## config.mk

```make
export PLATFORM = sky130hd
export DESIGN_NAME = raster_evt_sel
export DESIGN_NICKNAME = d
export VERILOG_FILES = /design/src/rtl/raster_evt_pkg.sv /design/src/rtl/swap_tracker.sv /design/src/rtl/evt_mux.sv /design/src/rtl/raster_evt_sel.sv
export SDC_FILE = /design/constraint.sdc
export NUM_CORES = 1
export LEC_CHECK = 0
export BUFFER_PORTS_ARGS = -buffer_cell sky130_fd_sc_hd__clkbuf_2
export CAP_MARGIN = 0
export CORE_AREA = 2 2 39 41
export DETAILED_ROUTE_END_ITERATION = 10
export DIE_AREA = 0 0 41 43
export GPL_ROUTABILITY_DRIVEN = 0
export GPL_TIMING_DRIVEN = 0
export PLACE_DENSITY = 0.34
export SLEW_MARGIN = 5
export SYNTH_ARGS = -nofsm -noshare
export SYNTH_HDL_FRONTEND = slang
export SYNTH_SLANG_ARGS = --single-unit
export TNS_END_PERCENT = 100
```

## constraint.sdc

```tcl
create_clock -name clk -period 1.05 [get_ports clk]
set_input_delay 0.2625 -clock clk [delete_from_list [all_inputs] [get_ports clk]]
set_output_delay 0.2625 -clock clk [all_outputs]
set_load 0.1 [all_outputs]
```

## src/rtl/raster_evt_pkg.sv

```systemverilog
package raster_evt_pkg;
  localparam int SEL_W = 3;

  typedef enum logic [SEL_W-1:0] {
    SRC_SWAP_FRAME = 3'd0,
    SRC_LINE       = 3'd1,
    SRC_FIELD      = 3'd2,
    SRC_FRAME      = 3'd3,
    SRC_TRI        = 3'd4,
    SRC_FETCH_Q    = 3'd5,
    SRC_ONE        = 3'd6,
    SRC_ZERO       = 3'd7
  } src_sel_e;

  typedef struct packed {
    logic line_s;
    logic field_s;
    logic frame_s;
    logic tri_s;
    logic fetch_q;
    logic swap_frame;
  } evt_bus_t;
endpackage

```

## src/rtl/swap_tracker.sv

```systemverilog
module swap_tracker (
  input  logic clk,
  input  logic rst,
  input  logic swap_req,
  input  logic frame_start,
  output logic armed_nxt
);
  logic pending_q;
  logic armed_q;

  // value the armed state takes on this edge, made visible now so the
  // registered output keeps a single clock of latency
  always_comb begin
    armed_nxt = armed_q;
    if (frame_start) armed_nxt = pending_q | swap_req;
  end

  always_ff @(posedge clk) begin
    if (rst) begin
      pending_q <= 1'b0;
      armed_q   <= 1'b0;
    end else begin
      armed_q <= armed_nxt;
      if (frame_start) pending_q <= 1'b0;
      else if (swap_req) pending_q <= 1'b1;
    end
  end
endmodule

```

## src/rtl/evt_mux.sv

```systemverilog
module evt_mux
  import raster_evt_pkg::*;
(
  input  logic [SEL_W-1:0] sel,
  input  evt_bus_t         evt,
  output logic             src
);
  always_comb begin
    case (src_sel_e'(sel))
      SRC_SWAP_FRAME: src = evt.swap_frame;
      SRC_LINE:       src = evt.line_s;
      SRC_FIELD:      src = evt.field_s;
      SRC_FRAME:      src = evt.frame_s;
      SRC_TRI:        src = evt.tri_s;
      SRC_FETCH_Q:    src = evt.fetch_q;
      SRC_ONE:        src = 1'b1;
      default:        src = 1'b0;
    endcase
  end
endmodule

```

## src/rtl/raster_evt_sel.sv

```systemverilog
module raster_evt_sel
  import raster_evt_pkg::*;
(
  input  logic             clk,
  input  logic             rst,
  input  logic [SEL_W-1:0] sel,
  input  logic             line_start,
  input  logic             field_start,
  input  logic             frame_start,
  input  logic             tri_sync,
  input  logic             fetch_win,
  input  logic             swap_req,
  output logic             aux_out
);
  logic     armed_nxt;
  logic     src;
  evt_bus_t evt;

  swap_tracker u_swap (
    .clk         (clk),
    .rst         (rst),
    .swap_req    (swap_req),
    .frame_start (frame_start),
    .armed_nxt   (armed_nxt)
  );

  always_comb begin
    evt.line_s     = line_start;
    evt.field_s    = field_start;
    evt.frame_s    = frame_start;
    evt.tri_s      = tri_sync;
    evt.fetch_q    = fetch_win & armed_nxt;
    evt.swap_frame = armed_nxt;
  end

  evt_mux u_mux (
    .sel (sel),
    .evt (evt),
    .src (src)
  );

  always_ff @(posedge clk) begin
    if (rst) aux_out <= 1'b0;
    else     aux_out <= src;
  end
endmodule

```

======== Word level (Yosys, flattened, before mapping) ========
Index checks and enable logic that the tools add are counted.
Widths: inputs -> output; s select.
word-level totals
  output and inout port bits .............. 1
  input bits .............................. 11
  register bits after elaboration ......... 3
  word-level logic and storage cells ...... 15
cells by class
  mux-type cells .......................... 2
  eq/ne operators ......................... 6
  reduce and logical (&&, ||, !) cells .... 2
  bitwise gates (word level) .............. 2
operator list
  cell                number
  $eq 3x3->1 const B  3
  $pmux 1 s7          1
  $eq 3x2->1 const B  2
  $eq 3x1->1 const B  1
  $logic_not 3->1     1
  $reduce_or 2->1     1
  $and 1x1->1         1
  $mux 1              1
  $or 1x1->1          1

======== Logic depth before layout (Yosys ltp) ========
  word-level depth ........................ 4
  depth in mapped cells ................... 3
  depth with buffers taken out ............ 3

======== Cells and area by module ========
A second synthesis with hierarchy kept.
unflattened totals
  cells, all modules ...................... 15
  area total of the unflattened synthesis .. 162.7 um^2
by module, submodules not included
  module          times used  area each (um^2)  sequential area each (um^2)  cells each
  swap_tracker    1           72.6              40.0                         7
  evt_mux         1           50.0              0.0                          5
  raster_evt_sel  1           40.0              20.0                         3

======== Worst setup path after synthesis ========
OpenSTA, ideal clock, no wires.
  kind .................................... register to output
  from .................................... register aux_out
  to ...................................... output aux_out
  path buffers ............................ 0
  stages on the path, launching flop included .. 1
  arrival time ............................ 909 ps
  path slack .............................. -121 ps
  required time ........................... 787 ps
  cells stage by stage .................... dfxtp_1
RTL lines
  item                    RTL line              source
  start, declared         raster_evt_sel.sv:13  output logic aux_out
  start signal, assigned  raster_evt_sel.sv:44  else aux_out <= src;
No word-level cell between the ends.

======== Final worst setup path ========
  from .................................... register aux_out
  to ...................................... output aux_out
No word-level cell between the ends.

==> results.md <==
- Required time worst endpoint: 0.79 ns
- P_sw: 115 uW
- Area of the multi-input gates: 111 um^2
- Clk_skew: 0.000939 ns
- Placeable core area: 0.00138 mm^2
- Fin crit period: 1.01 ns
- Min-delay src: frame_start
- Startpoint Class: flop
- Power per cell area: 1470 mW/mm^2
- Register-to-Register Path Depth: 3
- Endpoints failing setup: 0
- ANT cells: 0
- Synth Warn #: 0
- Num CTS Buffers: 3
- Postcts setup bufs: 0
- CTS tree: done
- Reg-to-reg critical path endpoint: aux_out
- Largest net degree at the start of global routing: 7
- Sequential fraction of the synthesis area: 0.343
- Critical Path Max Stage Delay: 0.32 ns
- Worst Hold Depth: 2
- GRT Overall Usage: 0.0572
- CTS H-tree depth: 1
- RR Startpoint: u_swap.pending_q
- Overall overflow remaining after global route: 0
- Most common cell after layout, fill and taps aside: clkbuf_2
- Clk slew on worst S/H paths: 0.04 ns
- Sequential fraction of design power: 0.300
- Non-Filler Instances: 51
- Final worst-path cycle share: 0.963
- CP max FO: 1
- WS Path Type: reg2out
- Wire per inst: 9.31 um
- First-pass GRT wire length: 655 um
- # Max-Cap Violations: 0
- Syn-to-layout area delta: 64.3%
- Mean area per synthesized cell: 8.76 um^2
- Clock power share: 0.477
- CP cell instances: buf_8
- Critical Path AT: 0.75 ns
- Vias: 202
- Pint: 308 uW
- Delay-heaviest family, CP: flip-flops
- Placed cell area: 251 um^2
- Max_slew headroom: 0.863
- Synthesized cell area: 175 um^2
- Netlist cell types: 16
- F_max: 0.989 GHz
- Drt first pass iters: 1
- Vias per cell: 3.96
- CTS Hold Bufs: 0
- Register area: 61.3 um^2
- Cells after synthesis: 20
- Setup TNS: 0 ns
- # DRC: 0
- Initial antenna violation count: 0
- Design Area, Final: 288 um^2
- Initial core utilization: 0.127
- DRT antenna net count: 0
- Row count: 14
- DR iter-0 viols: 0
- Maximum VDD drop: 0.000577 V
- Seq cells post-synth: 3
- Root Buffer: clkbuf_4
- Placed cell count: 47
- Worst path buffer plus inverter count: 1
- Synth area leaders: dfxtp_1 (34%), o32ai_2 (9.3%), nand3b_1 (8.6%)
- Slew of the pin with the lowest slew margin: 0.206 ns
- Crit end category: output pin
- Endpoints failing hold: 0
- Die W: 41 um
- Layout cells sized above 1: 0.514
- Clock buffer depth: 2
- DIE AREA: 0.00176 mm^2
- Switch share: 0.272
- Critical path depth: 1
- Yosys top cell by area: dfxtp_1
- Post-synth top area share: 0.343
- Vias in the first global route: 182
- Fin nets: 47
- Slowest cell on crit path: dfxtp_2
- IO Port Bufs: 11
- Comb power frac: 0.224
- RSZ-0062 raised after global routing: no
- Hold WC Path Type: in2reg
- I/O pins: 12
- CTS sink count: 3
- Die height: 43 um
- Flop-to-flop setup slack: 0.12 ns
- Final max-slew violation count: 0
- Commonest cells after routing, fill and taps aside: clkbuf_2 (10), clkbuf_4 (3), nor2_1 (2), nand3b_1 (2), dfxtp_1 (2)
- Fillers: 168
- Net count after synthesis: 31
- Status: finished clean
- Pleak: 0.000126 uW
- Clk Latency, worst-skew pair: 0.23 ns
- Final Power: 423 uW
- Hold_ws: 0.247 ns
- Drt total wl: 475 um
- Hold Path End: u_swap.pending_q
## power groups by stage
| stage | Combinational, uW | Sequential [uW] | Clock [uW] |
|---|---|---|---|
| after CTS | 93.9 | 125 | 214 |
| after floorplan | 29.9 | 151 | 0 |
| after global routing | 104 | 127 | 223 |
| final | 94.5 | 127 | 201 |
| after detailed placement | 88.2 | 127 | 0 |
| after global placement | 85.7 | 126 | 0 |
## sequential cells by signal, indices dropped and copies added, names as in the netlist
name	flops
u_swap.pending_q	1
aux_out	1
u_swap.armed_q	1
## layer usage
layer / share of wire / vias to the layer above / global-route usage
li1: - / 106 / -
met4: 0 / 0 / 0.0400
met2: 0.38 / 14 / 0.0781
met1: 0.50 / 82 / 0.0705
met3: 0.12 / 0 / 0.0209
met5: 0 / - / 0
## metrics by stage
stage,utilization,setup WS (ns)
2_1_floorplan,-,0.161
6_report,0.208,0.0384
5_1_grt,0.208,0.0134
3_5_place_dp,0.182,-0.0605
4_1_cts,0.207,0.00701
3_3_place_gp,0.182,-0.0407
## synth_stat cells
library cell / number
o21ai_0: 1
inv_1: 1
nand3_1: 1
o32ai_2: 1
nand2b_1: 1
nor3_1: 1
and3_1: 1
nand3b_1: 2
nand4b_1: 1
a21oi_1: 1
nor2_1: 2
or2_2: 1
nor2b_1: 1
dfxtp_1: 3
o311a_1: 1
o21a_2: 1
## area by class of cell
cell class	instances	area share
flip-flops and latches	3	0.213
multi-input cells	16	0.387
inverters	1	0.0130
clock buffers	4	0.0913
well taps	16	0.0696
repair buffers	11	0.226
## worst max-delay path by stage
| stage | from | slack, ns | end |
|---|---|---|---|
| after floorplan | sel[2] | 0.16 | aux_out |
| after global placement | sel[2] | -0.04 | aux_out |
| after detailed placement | sel[2] | -0.06 | aux_out |
| after CTS | aux_out | 0.007 | aux_out |
| after global routing | aux_out | 0.01 | aux_out |
| final | aux_out | 0.04 | aux_out |
## logic make-up (layout without fill, tap and decap cells)
family | count (synthesis) | in the layout | synth area share
DFF | 3 | 3 | 0.343
buffers and inverters | 1 | 16 | 0.0214
AOI/OAI and AO/OA | 5 | 5 | 0.257
and+or+nand+nor | 11 | 11 | 0.379
## what timing repair did
item | in CTS | in global routing
cloned | 0 | 0
resized for setup | 2 | 2
setup endpoints to repair | 1 | 2
(Power assumes the default switching activity.)
